**config.mk**
```make
export PLATFORM = sky130hd
export DESIGN_NAME = pulse_train_gen
export DESIGN_NICKNAME = d
export VERILOG_FILES = /design/src/rtl/pgen_pkg.sv /design/src/rtl/pgen_delay.sv /design/src/rtl/pgen_period.sv /design/src/rtl/pgen_led.sv /design/src/rtl/pulse_train_gen.sv
export SDC_FILE = /design/constraint.sdc
export NUM_CORES = 1
export LEC_CHECK = 0
export BUFFER_PORTS_ARGS = -buffer_cell sky130_fd_sc_hd__buf_2
export CORE_AREA = 2 2 189 238
export CTS_CLUSTER_DIAMETER = 200
export DETAILED_ROUTE_END_ITERATION = 16
export DIE_AREA = 0 0 191 240
export GPL_TIMING_DRIVEN = 0
export HOLD_SLACK_MARGIN = 0.03
export PLACE_DENSITY = 0.49
export SYNTH_ARGS = -nofsm -noshare
export SYNTH_HDL_FRONTEND = slang
export SYNTH_HIERARCHICAL = 1
export SYNTH_SLANG_ARGS = --single-unit
```
**constraint.sdc**
```tcl
create_clock -name clk -period 6.93 [get_ports clk]
set_clock_uncertainty 0.1 [all_clocks]
set_input_delay 0.693 -clock clk [delete_from_list [all_inputs] [get_ports clk]]
set_output_delay 0.693 -clock clk [all_outputs]
set_load 0.01 [all_outputs]
```
**src/rtl/pgen_pkg.sv**
```systemverilog
package pgen_pkg;
  typedef enum logic {
    DLY_IDLE = 1'b0,
    DLY_WAIT = 1'b1
  } dly_state_t;
endpackage

```
**src/rtl/pgen_delay.sv**
```systemverilog
module pgen_delay
  import pgen_pkg::*;
#(
  parameter int CNT_W = 32
) (
  input  logic             clk,
  input  logic             rst,
  input  logic             en,
  input  logic             arm,
  input  logic [CNT_W-1:0] delay_cyc,
  output logic             start
);
  dly_state_t       state;
  logic [CNT_W-1:0] cnt;
  logic [CNT_W-1:0] lat_d;
  logic             hit;

  assign hit   = (state == DLY_WAIT) && (cnt == lat_d);
  assign start = en && ((arm && (delay_cyc == '0)) || hit);

  always_ff @(posedge clk) begin
    if (rst) begin
      state <= DLY_IDLE;
      cnt   <= '0;
      lat_d <= '0;
    end else if (!en) begin
      state <= DLY_IDLE;
      cnt   <= '0;
    end else if (arm) begin
      lat_d <= delay_cyc;
      cnt   <= {{(CNT_W-1){1'b0}}, 1'b1};
      state <= (delay_cyc == '0) ? DLY_IDLE : DLY_WAIT;
    end else if (hit) begin
      state <= DLY_IDLE;
    end else if (state == DLY_WAIT) begin
      cnt <= cnt + 1'b1;
    end
  end

  AST_DELAY_BOUND: assert property (@(posedge clk) disable iff (rst)
    (state == DLY_WAIT) |-> (cnt <= lat_d && cnt != '0));
endmodule

```
**src/rtl/pgen_period.sv**
```systemverilog
module pgen_period #(
  parameter int CNT_W = 32
) (
  input  logic             clk,
  input  logic             rst,
  input  logic             en,
  input  logic             start,
  input  logic [CNT_W-1:0] width_cyc,
  input  logic [CNT_W-1:0] period_cyc,
  output logic             pulse_q,
  output logic             pulse_begin
);
  logic             running;
  logic [CNT_W-1:0] pos;
  logic [CNT_W-1:0] lat_w;
  logic [CNT_W-1:0] lat_p;
  logic             long_mode;
  logic             restart;
  logic             pstart;

  assign long_mode   = (lat_p <= lat_w);
  assign restart     = running && en && (long_mode ? (pos == '0) : (pos == lat_p));
  assign pstart      = start || restart;
  assign pulse_begin = pstart && (width_cyc != '0);

  always_ff @(posedge clk) begin
    if (rst) begin
      running <= 1'b0;
      pos     <= '0;
      lat_w   <= '0;
      lat_p   <= '0;
      pulse_q <= 1'b0;
    end else if (!en) begin
      running <= 1'b0;
      pulse_q <= 1'b0;
    end else if (pstart) begin
      running <= 1'b1;
      pos     <= {{(CNT_W-1){1'b0}}, 1'b1};
      lat_w   <= width_cyc;
      lat_p   <= period_cyc;
      pulse_q <= (width_cyc != '0);
    end else if (running) begin
      pos     <= pos + 1'b1;
      pulse_q <= (pos < lat_w);
    end
  end

  AST_OFF_QUIET: assert property (@(posedge clk) disable iff (rst)
    !en |=> !pulse_q);
  AST_ZERO_WIDTH: assert property (@(posedge clk) disable iff (rst)
    (pstart && width_cyc == '0) |=> !pulse_q);
  AST_POS_BOUND: assert property (@(posedge clk) disable iff (rst)
    (running && !long_mode) |-> (pos <= lat_p));
endmodule

```
**src/rtl/pgen_led.sv**
```systemverilog
module pgen_led #(
  parameter int unsigned LED_CYC = 32'd4194304
) (
  input  logic clk,
  input  logic rst,
  input  logic trig,
  output logic led_q
);
  localparam int LW = $clog2(LED_CYC + 1);
  localparam logic [LW-1:0] RELOAD = LW'(LED_CYC - 1);

  logic [LW-1:0] cnt;

  always_ff @(posedge clk) begin
    if (rst) begin
      cnt   <= '0;
      led_q <= 1'b0;
    end else if (trig) begin
      cnt   <= RELOAD;
      led_q <= 1'b1;
    end else if (cnt != '0) begin
      cnt <= cnt - 1'b1;
    end else begin
      led_q <= 1'b0;
    end
  end

  AST_LED_CNT_RANGE: assert property (@(posedge clk) disable iff (rst)
    cnt <= RELOAD);
  AST_LED_HOLD: assert property (@(posedge clk) disable iff (rst)
    (cnt != '0) |=> led_q);
endmodule

```
**src/rtl/pulse_train_gen.sv**
```systemverilog
module pulse_train_gen #(
  parameter int          CNT_W   = 32,
  parameter int unsigned LED_CYC = 32'd4194304
) (
  input  logic             clk,
  input  logic             rst,
  input  logic             en,
  input  logic [CNT_W-1:0] delay_cyc,
  input  logic [CNT_W-1:0] width_cyc,
  input  logic [CNT_W-1:0] period_cyc,
  output logic             pulse_o,
  output logic             led_o
);
  logic en_q;
  logic arm;
  logic start;
  logic pulse_begin;

  always_ff @(posedge clk) begin
    if (rst) en_q <= 1'b0;
    else     en_q <= en;
  end

  assign arm = en && !en_q;

  pgen_delay #(.CNT_W(CNT_W)) u_delay (
    .clk       (clk),
    .rst       (rst),
    .en        (en),
    .arm       (arm),
    .delay_cyc (delay_cyc),
    .start     (start)
  );

  pgen_period #(.CNT_W(CNT_W)) u_period (
    .clk         (clk),
    .rst         (rst),
    .en          (en),
    .start       (start),
    .width_cyc   (width_cyc),
    .period_cyc  (period_cyc),
    .pulse_q     (pulse_o),
    .pulse_begin (pulse_begin)
  );

  pgen_led #(.LED_CYC(LED_CYC)) u_led (
    .clk   (clk),
    .rst   (rst),
    .trig  (pulse_begin),
    .led_q (led_o)
  );

  AST_RESET_QUIET: assert property (@(posedge clk)
    rst |=> (!pulse_o && !led_o));
  AST_LED_WITH_PULSE: assert property (@(posedge clk) disable iff (rst)
    $rose(pulse_o) |-> led_o);
endmodule

```
==> results of run 1 <==
-- worst register-to-register path, stage by stage (launching register included) --
cell and delay, ns:
dfxtp_1 0.47, xor2_1 0.12, nor4_1 0.55, nand4_2 0.26, nor2_1 0.15, a21oi_1 0.13
nor2b_1 0.53, a31o_1 0.21, o21ba_1 0.17, buf_6 0.14, buf_2 0.20, nor3_1 0.87
inv_1 0.36, dlygate4sd1_1 0.48, a21oi_1 0.19
-- registers in the layout (all words and copies together) (netlist names) --
name / count
en_q: 1
u_delay/cnt: 32
u_delay/lat_d: 32
u_delay/state: 1
u_led/cnt: 23
u_led/led_q: 1
u_period/lat_p: 32
u_period/lat_w: 32
u_period/pos: 32
u_period/pulse_q: 1
u_period/running: 1
-- cell usage in the layout, fill, tap and decap left out, types with 7 or more instances in the layout --
| master | Yosys | layout |
|---|---|---|
| a31o_2 | 8 | 8 |
| o21ai_0 | 35 | 35 |
| a31o_1 | 57 | 57 |
| clkbuf_16 | 0 | 17 |
| dfxtp_1 | 188 | 188 |
| buf_4 | 7 | 7 |
| nor4_1 | 37 | 37 |
| nand2_1 | 111 | 111 |
| nand4_1 | 39 | 39 |
| ha_1 | 68 | 68 |
| a211oi_1 | 8 | 8 |
| buf_6 | 7 | 7 |
| xnor2_1 | 48 | 48 |
| o211ai_1 | 17 | 17 |
| buf_2 | 12 | 112 |
| o311a_1 | 32 | 32 |
| nand2b_1 | 7 | 7 |
| a311oi_1 | 35 | 35 |
| a21oi_1 | 87 | 87 |
| nand3_1 | 34 | 34 |
| clkbuf_1 | 55 | 55 |
| nor3_1 | 53 | 53 |
| and3_1 | 12 | 12 |
| xor2_1 | 61 | 61 |
| or4_1 | 18 | 18 |
| nor2_1 | 41 | 41 |
| or3_1 | 21 | 21 |
| inv_1 | 47 | 47 |
-- per-stage QoR --
step	util (%)	hold slack (ns)	area [sq um]	total power, W	cells
floorplan	-	0.348	10800	0.00240	1232
global placement	27.5	0.356	12000	0.00287	1904
detailed placement	27.5	0.363	12000	0.00288	1904
CTS	28.8	0.332	12600	0.00388	1935
global route	28.8	0.342	12600	0.00409	1935
finish	28.8	0.351	12600	0.00387	1935
-- layer usage --
layer  vias up  share of wire [%]
met2       233                 52
met3        46                3.6
li1       4868                  -
met5         -                  0
met1      4690                 42
met4         0                2.9
-- cells by family after synthesis --
| group | Yosys count | synth area share (%) |
|---|---|---|
| multiplexers | 1 | 0.0928 |
| flip-flops | 188 | 34.9 |
| adder cells (fa/ha/maj) | 68 | 7.89 |
| AO/OA/AOI/OAI | 321 | 21.6 |
| buffers and inverters | 132 | 5.60 |
| XOR/XNOR | 109 | 8.85 |
| AND/OR/NAND/NOR | 413 | 21.0 |
-- area by class of cell --
cell class                 count  area [sq um]  share of cell area (%)
multi-input combinational    912          6410                    51.0
buffer                        83           420                    3.34
sequential                   188          3760                    29.9
clock inverter                13           134                    1.06
inverter                      49           184                    1.46
timing repair buffer         100           500                    3.98
tap                          572           716                    5.69
clock buffer                  18           439                    3.49
-- path summary, 6_finish.rpt --
check                                  startpoint                  to  cells past startpoint
worst max register to register    u_delay/cnt[24]       u_led/cnt[18]                     14
worst min-delay path               period_cyc[17]  u_period/lat_p[17]                      2
worst min register to register  u_delay/lat_d[26]   u_delay/lat_d[26]                      2
worst max-delay path                delay_cyc[27]       u_led/cnt[18]                     14
-- power by group through the flow --
| stage | Combinational (W) | Clock [W] | Sequential, W |
|---|---|---|---|
| floorplan | 0.00112 | 0 | 0.00128 |
| global placement | 0.00156 | 0 | 0.00131 |
| detailed placement | 0.00157 | 0 | 0.00131 |
| CTS | 0.00158 | 0.00102 | 0.00129 |
| global route | 0.00173 | 0.00106 | 0.00130 |
| finish | 0.00159 | 0.000991 | 0.00129 |
==> summary.txt, run 1 <==
Global routing
  • Global Route met3 Usage: 2.85%
  • Gr ovfl total: 0
  • GRT busiest layer: met2
  • First-pass GRT wire length: 55900 um
  • Initial antenna violation count: 0
  • Met2 usage: 29.4%
  • Pin count of the biggest net entering global routing: 18
  • Gr usage total: 15.9%
  • Vias in the first global route: 9859
  • Met1 Track Usage GR: 18.0%

Clock tree
  • CTS Buffer Depth: 2
  • Post-CTS Setup Bufs: 0
  • Post-CTS Hold Fix Bufs: 0
  • Clock Sinks: 188
  • CTS HTree Levels: 4
  • CTS tree: done
  • Clock transition at path regs: 0.07 ns
  • Skew-Pair Late Insertion Delay: 0.46 ns
  • Clock buffer count from CTS: 17
  • # resized after CTS: 0
  • Root buf cell: clkbuf_16

Logic synthesis
  • Seq/Total Area, Yosys: 34.9%
  • Synth top area share: 34.9%
  • Ys flop type: dfxtp_1
  • Top post-synthesis cells by count: dfxtp_1, nand2_1, a21oi_1
  • Net count after synthesis: 1399
  • Synth top area cells: dfxtp_1, ha_1, xor2_1
  • Cell taking the most area after synthesis: dfxtp_1
  • Ys Warns: 6
  • Post-synth EDFFs: 0
  • Fraction of registers with async set/reset: 0%
  • Syn Std Cell Area: 0.0108 sq mm
  • Most frequent cell after synthesis: dfxtp_1
  • Seq cells post-synth: 188
  • Post-Synthesis Cells: 1232
  • Post-synth cell types: 72
  • Synthesized area per cell: 8.75 sq um

STA
  • Count of pins over their slew limit: 0
  • RSZ-0062 raised after global routing: false
  • Final Hold Fails: 0
  • Setup TNS: 0 ns
  • Slew HR: 29.3%
  • Post-layout minimum cycle time: 5.21 ns
  • Slew @ Worst Pin: 1.05 ns
  • Count of final setup violators: 0
  • Achievable Freq: 192 MHz
  • Final worst slack: 1.72 ns
  • Final period utilization: 75.2%

Finish
  • Layout cell share with drive strength beyond 1: 14.2%
  • Area grow syn2layout: 16.6%
  • Nets: 1518
  • N_diodes: 0
  • Fillers: 4704

Critical path
  • Critical Path RT: 7.21 ns
  • CP Buf/Inv Count: 5
  • Startpoint types: input pin
  • Data arrival, critical path: 5.49 ns
  • Highest-delay cell along the critical path: nor3_1
  • Worst reg2reg setup slack: 1.92 ns
  • Crit-path cells: buf_2 > nor4_1 > nand4_1 > nor3_1 > a21oi_1 > nor2b_1 > a31o_1 > o21ba_1 > buf_6 > buf_2 > nor3_1 > inv_1 > dlygate4sd1_1 > a21oi_1
  • Crit path capture type: register
  • Critical Path Fanout Max: 10
  • Top Family by Delay on Critical Path: simple AND/OR/NAND/NOR gates
  • Crit path largest cell delay: 0.87 ns
  • Kind of critical path: input pin to register

Detailed routing
  • Via Count: 9837
  • Vias per std cell: 5.08
  • 1st-pass router iterations: 5
  • DR iter-0 viols: 583
  • Post-route antenna net violation count: 0
  • Routed len/inst: 18.6 um
  • Drt drc: 0
  • Routed wire length: 36100 um

Floorplan
  • Starting Density: 24.7%
  • Row count: 86
  • Die ar.: 0.0458 sq mm
  • Die H: 240 um
  • Die X: 191 um
  • IO Pins: 101
  • Core area: 0.0436 sq mm

Power
  • Sw Share: 41.9%
  • Clock power frac: 25.6%
  • Peak supply drop: 227 uV
  • PD cells: 307 mW/mm^2
  • Flop pwr share: 33.3%
  • Combinational share of power: 41.1%
  • Leakage Power: 4.64 nW
  • Internal power: 0.00225 W
  • Psw: 0.00162 W

Job
  • Max Cap Violations: 0

Placed design
  • Post-place setup slack: 1.29 ns
  • Number of port buffers: 100
  • Placer Congestion: 0.841
  • Detailed placer's ending HPWL: 28300 um

Outcome
  • Result of the run: complete, no violations

Hold path
  • Tightest Hold Check Type: input pin to register
(Power assumes the default switching activity.)
==> run 2: changes to the inputs <==
--- a/config.mk
+++ b/config.mk
@@ -12,7 +12,7 @@
 export DIE_AREA = 0 0 191 240
 export GPL_TIMING_DRIVEN = 0
 export HOLD_SLACK_MARGIN = 0.03
-export PLACE_DENSITY = 0.49
+export PLACE_DENSITY = 0.5
 export SYNTH_ARGS = -nofsm -noshare
 export SYNTH_HDL_FRONTEND = slang
 export SYNTH_HIERARCHICAL = 1
==> constraint.sdc (replaced) <==
create_clock -name clk -period 4.6 [get_ports clk]
set_clock_uncertainty 0.1 [all_clocks]
set_input_delay 0.46 -clock clk [delete_from_list [all_inputs] [get_ports clk]]
set_output_delay 0.46 -clock clk [all_outputs]
set_load 0.01 [all_outputs]
==> run 2 against run 1 <==
  * Sequential power up 50%
  * Critical path depth unchanged
  * Sequential share of layout area down 0.15 points
  * Final area up 0.51%
  * Global-route usage down 0.27 points
  * Via count about the same
  * Largest power group unchanged
  * Routed wire length down 0.79%
  * Core utilization up 0.15 points
  * Final cell count about the same
  * Register-to-register slack worse by 1.5 ns
  * Clock power up 62%
  * Flip-flop and latch count unchanged
  * Critical endpoint unchanged
==> summary.txt, run 2 (synthesis results as in run 1) <==
Clock tree
  • Clock transition at path regs: 0.07 ns
  • Clock Sinks: 188
  • CTS Buffer Depth: 2
  • Clock buffer count from CTS: 17
  • Skew-Pair Late Insertion Delay: 0.46 ns
  • Root buf cell: clkbuf_16
  • CTS HTree Levels: 4
  • Post-CTS Hold Fix Bufs: 0
  • CTS tree: done

STA
  • Post-layout minimum cycle time: 4.24 ns
  • Final period utilization: 92.2%
  • Count of pins over their slew limit: 0
  • Achievable Freq: 236 MHz
  • RSZ-0062 raised after global routing: false
  • Count of final setup violators: 0
  • Slew @ Worst Pin: 0.981 ns
  • Final Hold Fails: 0
  • Worst hold margin: 0.116 ns
  • Slew HR: 34.0%
  • Setup TNS: 0 ns

Placed design
  • Dpl cells: 1904
  • Number of port buffers: 100
  • Placer Congestion: 0.883
  • Detailed placer's ending HPWL: 28000 um

Critical path
  • CP Buf/Inv Count: 5
  • Worst R2R Start: u_delay/cnt[9]
  • Crit path largest cell delay: 0.83 ns
  • Crit path depth: 14
  • Highest-delay cell along the critical path: nor4_1
  • Critical Path RT: 4.88 ns
  • Critical Path Fanout Max: 10
  • Kind of critical path: input pin to register
  • Startpoint types: input pin
  • Crit-path cells: buf_2 > nor4_1 > nand4_1 > nor3_1 > a21oi_1 > nor2b_2 > a31o_1 > o21ba_1 > buf_6 > buf_2 > nor3_2 > inv_1 > dlygate4sd1_1 > a21oi_1
  • Critical path launch point: delay_cyc[27]
  • Reg2Reg Depth: 14
  • Top Family by Delay on Critical Path: simple AND/OR/NAND/NOR gates
  • Crit path capture type: register
  • Reg2reg end: u_led/cnt[18]
  • Data arrival, critical path: 4.52 ns
  • Worst reg2reg setup slack: 0.37 ns
  • Setup crit end: u_led/cnt[18]

Power
  • Design Power: 0.00593 W
  • Leakage Power: 4.68 nW
  • Peak supply drop: 292 uV
  • PD cells: 470 mW/mm^2

Detailed routing
  • Routed wire length: 35800 um
  • Post-route antenna net violation count: 0
  • Vias per std cell: 5.09
  • 1st-pass router iterations: 6
  • Routed len/inst: 18.5 um
  • DR iter-0 viols: 502
  • Via Count: 9846
  • Drt drc: 0

Floorplan
  • Die H: 240 um
  • Starting Density: 24.7%
  • Die X: 191 um
  • Die ar.: 0.0458 sq mm
  • Core area: 0.0436 sq mm
  • Row count: 86
  • IO Pins: 101

Global routing
  • Pin count of the biggest net entering global routing: 19
  • Gr usage total: 15.6%
  • Initial antenna violation count: 0
  • Vias in the first global route: 9779
  • First-pass GRT wire length: 54900 um
  • Gr ovfl total: 0

Outcome
  • Result of the run: complete, no violations

Finish
  • Final Non-Filler Cells: 1936
  • Most common cell after layout, fill and taps aside: dfxtp_1
  • Layout cell share with drive strength beyond 1: 14.5%
  • Area grow syn2layout: 17.2%
  • Fillers: 4764
  • Most frequent cells in the layout: dfxtp_1, buf_2, nand2_1
  • Final core occ: 29.0%
  • N_diodes: 0
  • Nets: 1518

Hold path
  • Tightest Hold Check Type: input pin to register

Job
  • Max Cap Violations: 0
## run 2: report_power, final
part	switching, W	internal, W
registers	0.000149	0.00179
logic	0.00155	0.000829
clock network	0.000736	0.000878
total	0.00244	0.00350
## run 2: stage by stage
step           setup WS (ns)  area (sq um)
5_1_grt               0.0362         12600
6_report               0.359         12600
4_1_cts              0.00848         12600
2_1_floorplan           1.21         10800
3_5_place_dp          -0.782         12000
3_3_place_gp          -0.801         12000
## run 2: cell type report
cell class | instances | area (sq um) | share of cell area [%]
multi-input combinational | 912 | 6430 | 50.9
clock buffer | 17 | 425 | 3.37
clock inverter | 15 | 196 | 1.55
tap | 572 | 716 | 5.66
sequential | 188 | 3760 | 29.8
buffer | 83 | 422 | 3.34
timing repair buffer | 100 | 500 | 3.96
inverter | 49 | 184 | 1.46
## run 2: repair_timing
action,4_1_cts,5_1_grt
buffers inserted,0,0
pin swaps,0,0
endpoints found under the setup margin,23,14
gates resized for setup,2,3
## run 2: per-layer routing
| metal | global-route usage (%) | part of all wire [%] | vias to the layer above |
|---|---|---|---|
| li1 | - | - | 4876 |
| met1 | 18.0 | 42 | 4688 |
| met2 | 28.6 | 51 | 222 |
| met3 | 2.50 | 3.4 | 60 |
| met4 | 6.41 | 3.4 | 0 |
| met5 | 0 | 0 | - |
## run 2: how the worst min path moves through the flow
stage	start	slack [ns]	cells past startpoint	to
floorplan	u_delay/lat_d[0]	0.35	2	u_delay/lat_d[0]
global placement	u_delay/lat_d[18]	0.36	2	u_delay/lat_d[18]
detailed placement	u_delay/lat_d[11]	0.36	2	u_delay/lat_d[11]
CTS	period_cyc[11]	0.1	2	u_period/lat_p[11]
global route	period_cyc[18]	0.11	2	u_period/lat_p[18]
finish	period_cyc[16]	0.12	2	u_period/lat_p[16]
## run 2: worst register-to-register path, delay by kind of cell (launching register included)
kind,cells,cell delay (ns)
flip-flops,1,0.44
buffers and inverters,4,1.03
XOR/XNOR,1,0.16
AO/OA/AOI/OAI,4,0.64
AND/OR/NAND/NOR,5,1.78
==> run 3: changes to the inputs <==
--- a/config.mk
+++ b/config.mk
@@ -6,13 +6,16 @@
 export NUM_CORES = 1
 export LEC_CHECK = 0
 export BUFFER_PORTS_ARGS = -buffer_cell sky130_fd_sc_hd__buf_2
+export CELL_PAD_IN_SITES_DETAIL_PLACEMENT = 1
+export CELL_PAD_IN_SITES_GLOBAL_PLACEMENT = 1
 export CORE_AREA = 2 2 189 238
+export CTS_BUF_LIST = sky130_fd_sc_hd__clkbuf_8
 export CTS_CLUSTER_DIAMETER = 200
 export DETAILED_ROUTE_END_ITERATION = 16
 export DIE_AREA = 0 0 191 240
 export GPL_TIMING_DRIVEN = 0
 export HOLD_SLACK_MARGIN = 0.03
-export PLACE_DENSITY = 0.5
+export PLACE_DENSITY = 0.6
 export SYNTH_ARGS = -nofsm -noshare
 export SYNTH_HDL_FRONTEND = slang
 export SYNTH_HIERARCHICAL = 1
==> constraint.sdc (replaced) <==
create_clock -name clk -period 3.6 [get_ports clk]
set_clock_uncertainty 0.1 [all_clocks]
set_input_delay 0.36 -clock clk [delete_from_list [all_inputs] [get_ports clk]]
set_output_delay 0.36 -clock clk [all_outputs]
set_load 0.01 [all_outputs]
==> run 3 against run 2 <==
  * Clock power decreased by 9%
  * Hold slack got worse by 0.049 ns
  * Routed wire length increased by 9.3%
  * Count of clock-buffer cells in the layout increased by 3
  * Flip-flop and latch count unchanged
  * Non-clock buffer count increased by 111
  * Core utilization increased by 2.2 points
  * Via count increased by 5.7%
  * Combinational power increased by 42%
  * Highest routed layer unchanged
==> summary.txt, run 3 (synthesis results as in run 1) <==
Critical path
  • Crit path capture type: register
  • Kind of critical path: register to register
  • Reg2Reg Depth: 13
  • Startpoint types: register
  • Worst R2R Start: u_period/lat_w[27]
  • Worst reg2reg setup slack: 0.18 ns
  • Reg2reg end: u_led/cnt[21]
  • Critical Path Fanout Max: 10
  • Data arrival, critical path: 3.76 ns
  • Critical Path RT: 3.95 ns

Clock tree
  • CTS tree: done
  • Clock transition at path regs: 0.11 ns
  • Skew-Pair Late Insertion Delay: 0.53 ns
  • Root buf cell: clkbuf_8
  • Clock Sinks: 188
  • CTS Buffer Depth: 2
  • Clock buffer count from CTS: 17
  • CTS HTree Levels: 4

STA
  • Achievable Freq: 293 MHz
  • Post-layout minimum cycle time: 3.42 ns
  • RSZ-0062 raised after global routing: true
  • Final worst slack: 0.182 ns
  • Final Hold Fails: 0
  • Slew HR: 43.7%
  • Count of final setup violators: 0
  • Slew @ Worst Pin: 0.837 ns
  • Setup TNS: 0 ns
  • Count of pins over their slew limit: 0
  • Final period utilization: 94.9%

Hold path
  • Min-delay src: en
  • Hold EP: en_q
  • Tightest Hold Check Type: input pin to register
  • Worst hold stages: 2

Detailed routing
  • 1st-pass router iterations: 5
  • Routed wire length: 39100 um
  • Routed len/inst: 19.1 um
  • Drt drc: 0
  • Vias per std cell: 5.09
  • DR iter-0 viols: 409
  • Post-route antenna net violation count: 0
  • Via Count: 10400

Floorplan
  • Die H: 240 um
  • IO Pins: 101
  • Core area: 0.0436 sq mm
  • Row count: 86
  • Starting Density: 24.7%
  • Die X: 191 um
  • Die ar.: 0.0458 sq mm

Finish
  • Most common cell after layout, fill and taps aside: dfxtp_1
  • Fin area: 0.0136 sq mm
  • N_diodes: 0
  • Nets: 1629
  • Fillers: 5154
  • Layout cell share with drive strength beyond 1: 15.3%
  • Area grow syn2layout: 26.1%
  • Final Non-Filler Cells: 2046
  • Most frequent cells in the layout: dfxtp_1, buf_2, nand2_1

Placed design
  • Number of port buffers: 100
  • Dpl cells: 1904
  • Placer Congestion: 0.835
  • DP Area: 0.0120 sq mm
  • Detailed placer's ending HPWL: 29900 um
  • Post-place setup slack: -1.73 ns

Outcome
  • Result of the run: complete, no violations

Global routing
  • Vias in the first global route: 10800
  • Initial antenna violation count: 0
  • GRT busiest layer: met2
  • Met2 usage: 32.6%
  • Gr usage total: 17.2%
  • Met1 Track Usage GR: 19.2%
  • First-pass GRT wire length: 60600 um
  • Pin count of the biggest net entering global routing: 17
  • Gr ovfl total: 0
  • Global Route met3 Usage: 2.07%

Power
  • PD cells: 539 mW/mm^2
  • Peak supply drop: 376 uV
  • Leakage Power: 5.12 nW

Job
  • Max Cap Violations: 0
-- run 3: changes by cell type in the layout (fill, tap and decap cells not counted), sizes merged --
cell | before | now
bufinv | 3 | 1
inv | 57 | 53
dlygate4sd1 | 1 | 0
clkinvlp | 0 | 2
clkbuf | 73 | 76
clkdlybuf4s15 | 0 | 1
dlygate4sd3 | 0 | 96
buf | 126 | 141
-- run 3: area by class of cell --
class	count	area (sq um)	area share, %
Buffer	82	428	3.15
Tap cell	572	716	5.26
Clock buffer	20	275	2.02
Clock inverter	11	106	0.782
Timing Repair Buffer	212	1580	11.6
Sequential cell	188	3760	27.7
Inverter	49	184	1.35
Multi-Input combinational cell	912	6540	48.1
-- run 3: timing repair --
| item | CTS | global route |
|---|---|---|
| endpoints found under the hold margin | 96 | 0 |
| setup buffers | 7 | 9 |
| resized for setup | 21 | 7 |
| endpoints found under the setup margin | 115 | 29 |
| hold buffers | 96 | 0 |
| pin swaps | 3 | 8 |
-- run 3: power breakdown --
part           internal (W)  total [W]  switching [W]
clock network      0.000607    0.00147       0.000865
registers           0.00229    0.00248       0.000191
logic               0.00127    0.00339        0.00212
total               0.00416    0.00734        0.00318
-- run 3: worst max-delay path, stage by stage, from the launching register on --
cell and delay [ns]:
dfxtp_1 0.34, inv_1 0.11, ha_1 0.34, nand4_1 0.21
nor4_4 0.45, o41ai_1 0.16, a31oi_2 0.38, nor3_4 0.09
buf_2 0.22, nor3_4 0.27, clkbuf_8 0.22, buf_4 0.14
a211oi_1 0.05, a311oi_1 0.26
-- run 3: how the worst max path moves through the flow --
stage                       startpoint  slack [ns]          endpoint  depth (start not counted)
floorplan               u_delay/cnt[7]        0.21     u_led/cnt[10]                         15
global route            u_delay/cnt[7]       0.003  u_period/pos[31]                         15
detailed placement       delay_cyc[27]       -1.73     u_led/cnt[10]                         14
finish              u_period/lat_w[27]        0.18     u_led/cnt[21]                         13
CTS                       delay_cyc[9]       0.005  u_period/pos[27]                         14
global placement         delay_cyc[27]       -1.73     u_led/cnt[10]                         14
-- run 3: metrics by stage --
step                      total power, W  util, %  hold WS [ns]
after floorplan                  0.00462        -         0.324
after CTS                        0.00737     31.0        0.0347
final                            0.00734     31.2        0.0670
after detailed placement         0.00560     27.5         0.361
after global placement           0.00554     27.5         0.358
after global routing             0.00780     31.2        0.0555
-- run 3: layer usage --
layer	part of all wire (%)	up-vias
li1	-	5090
met1	42	5107
met2	53	161
met3	2.0	51
met4	3.0	0
met5	0	-
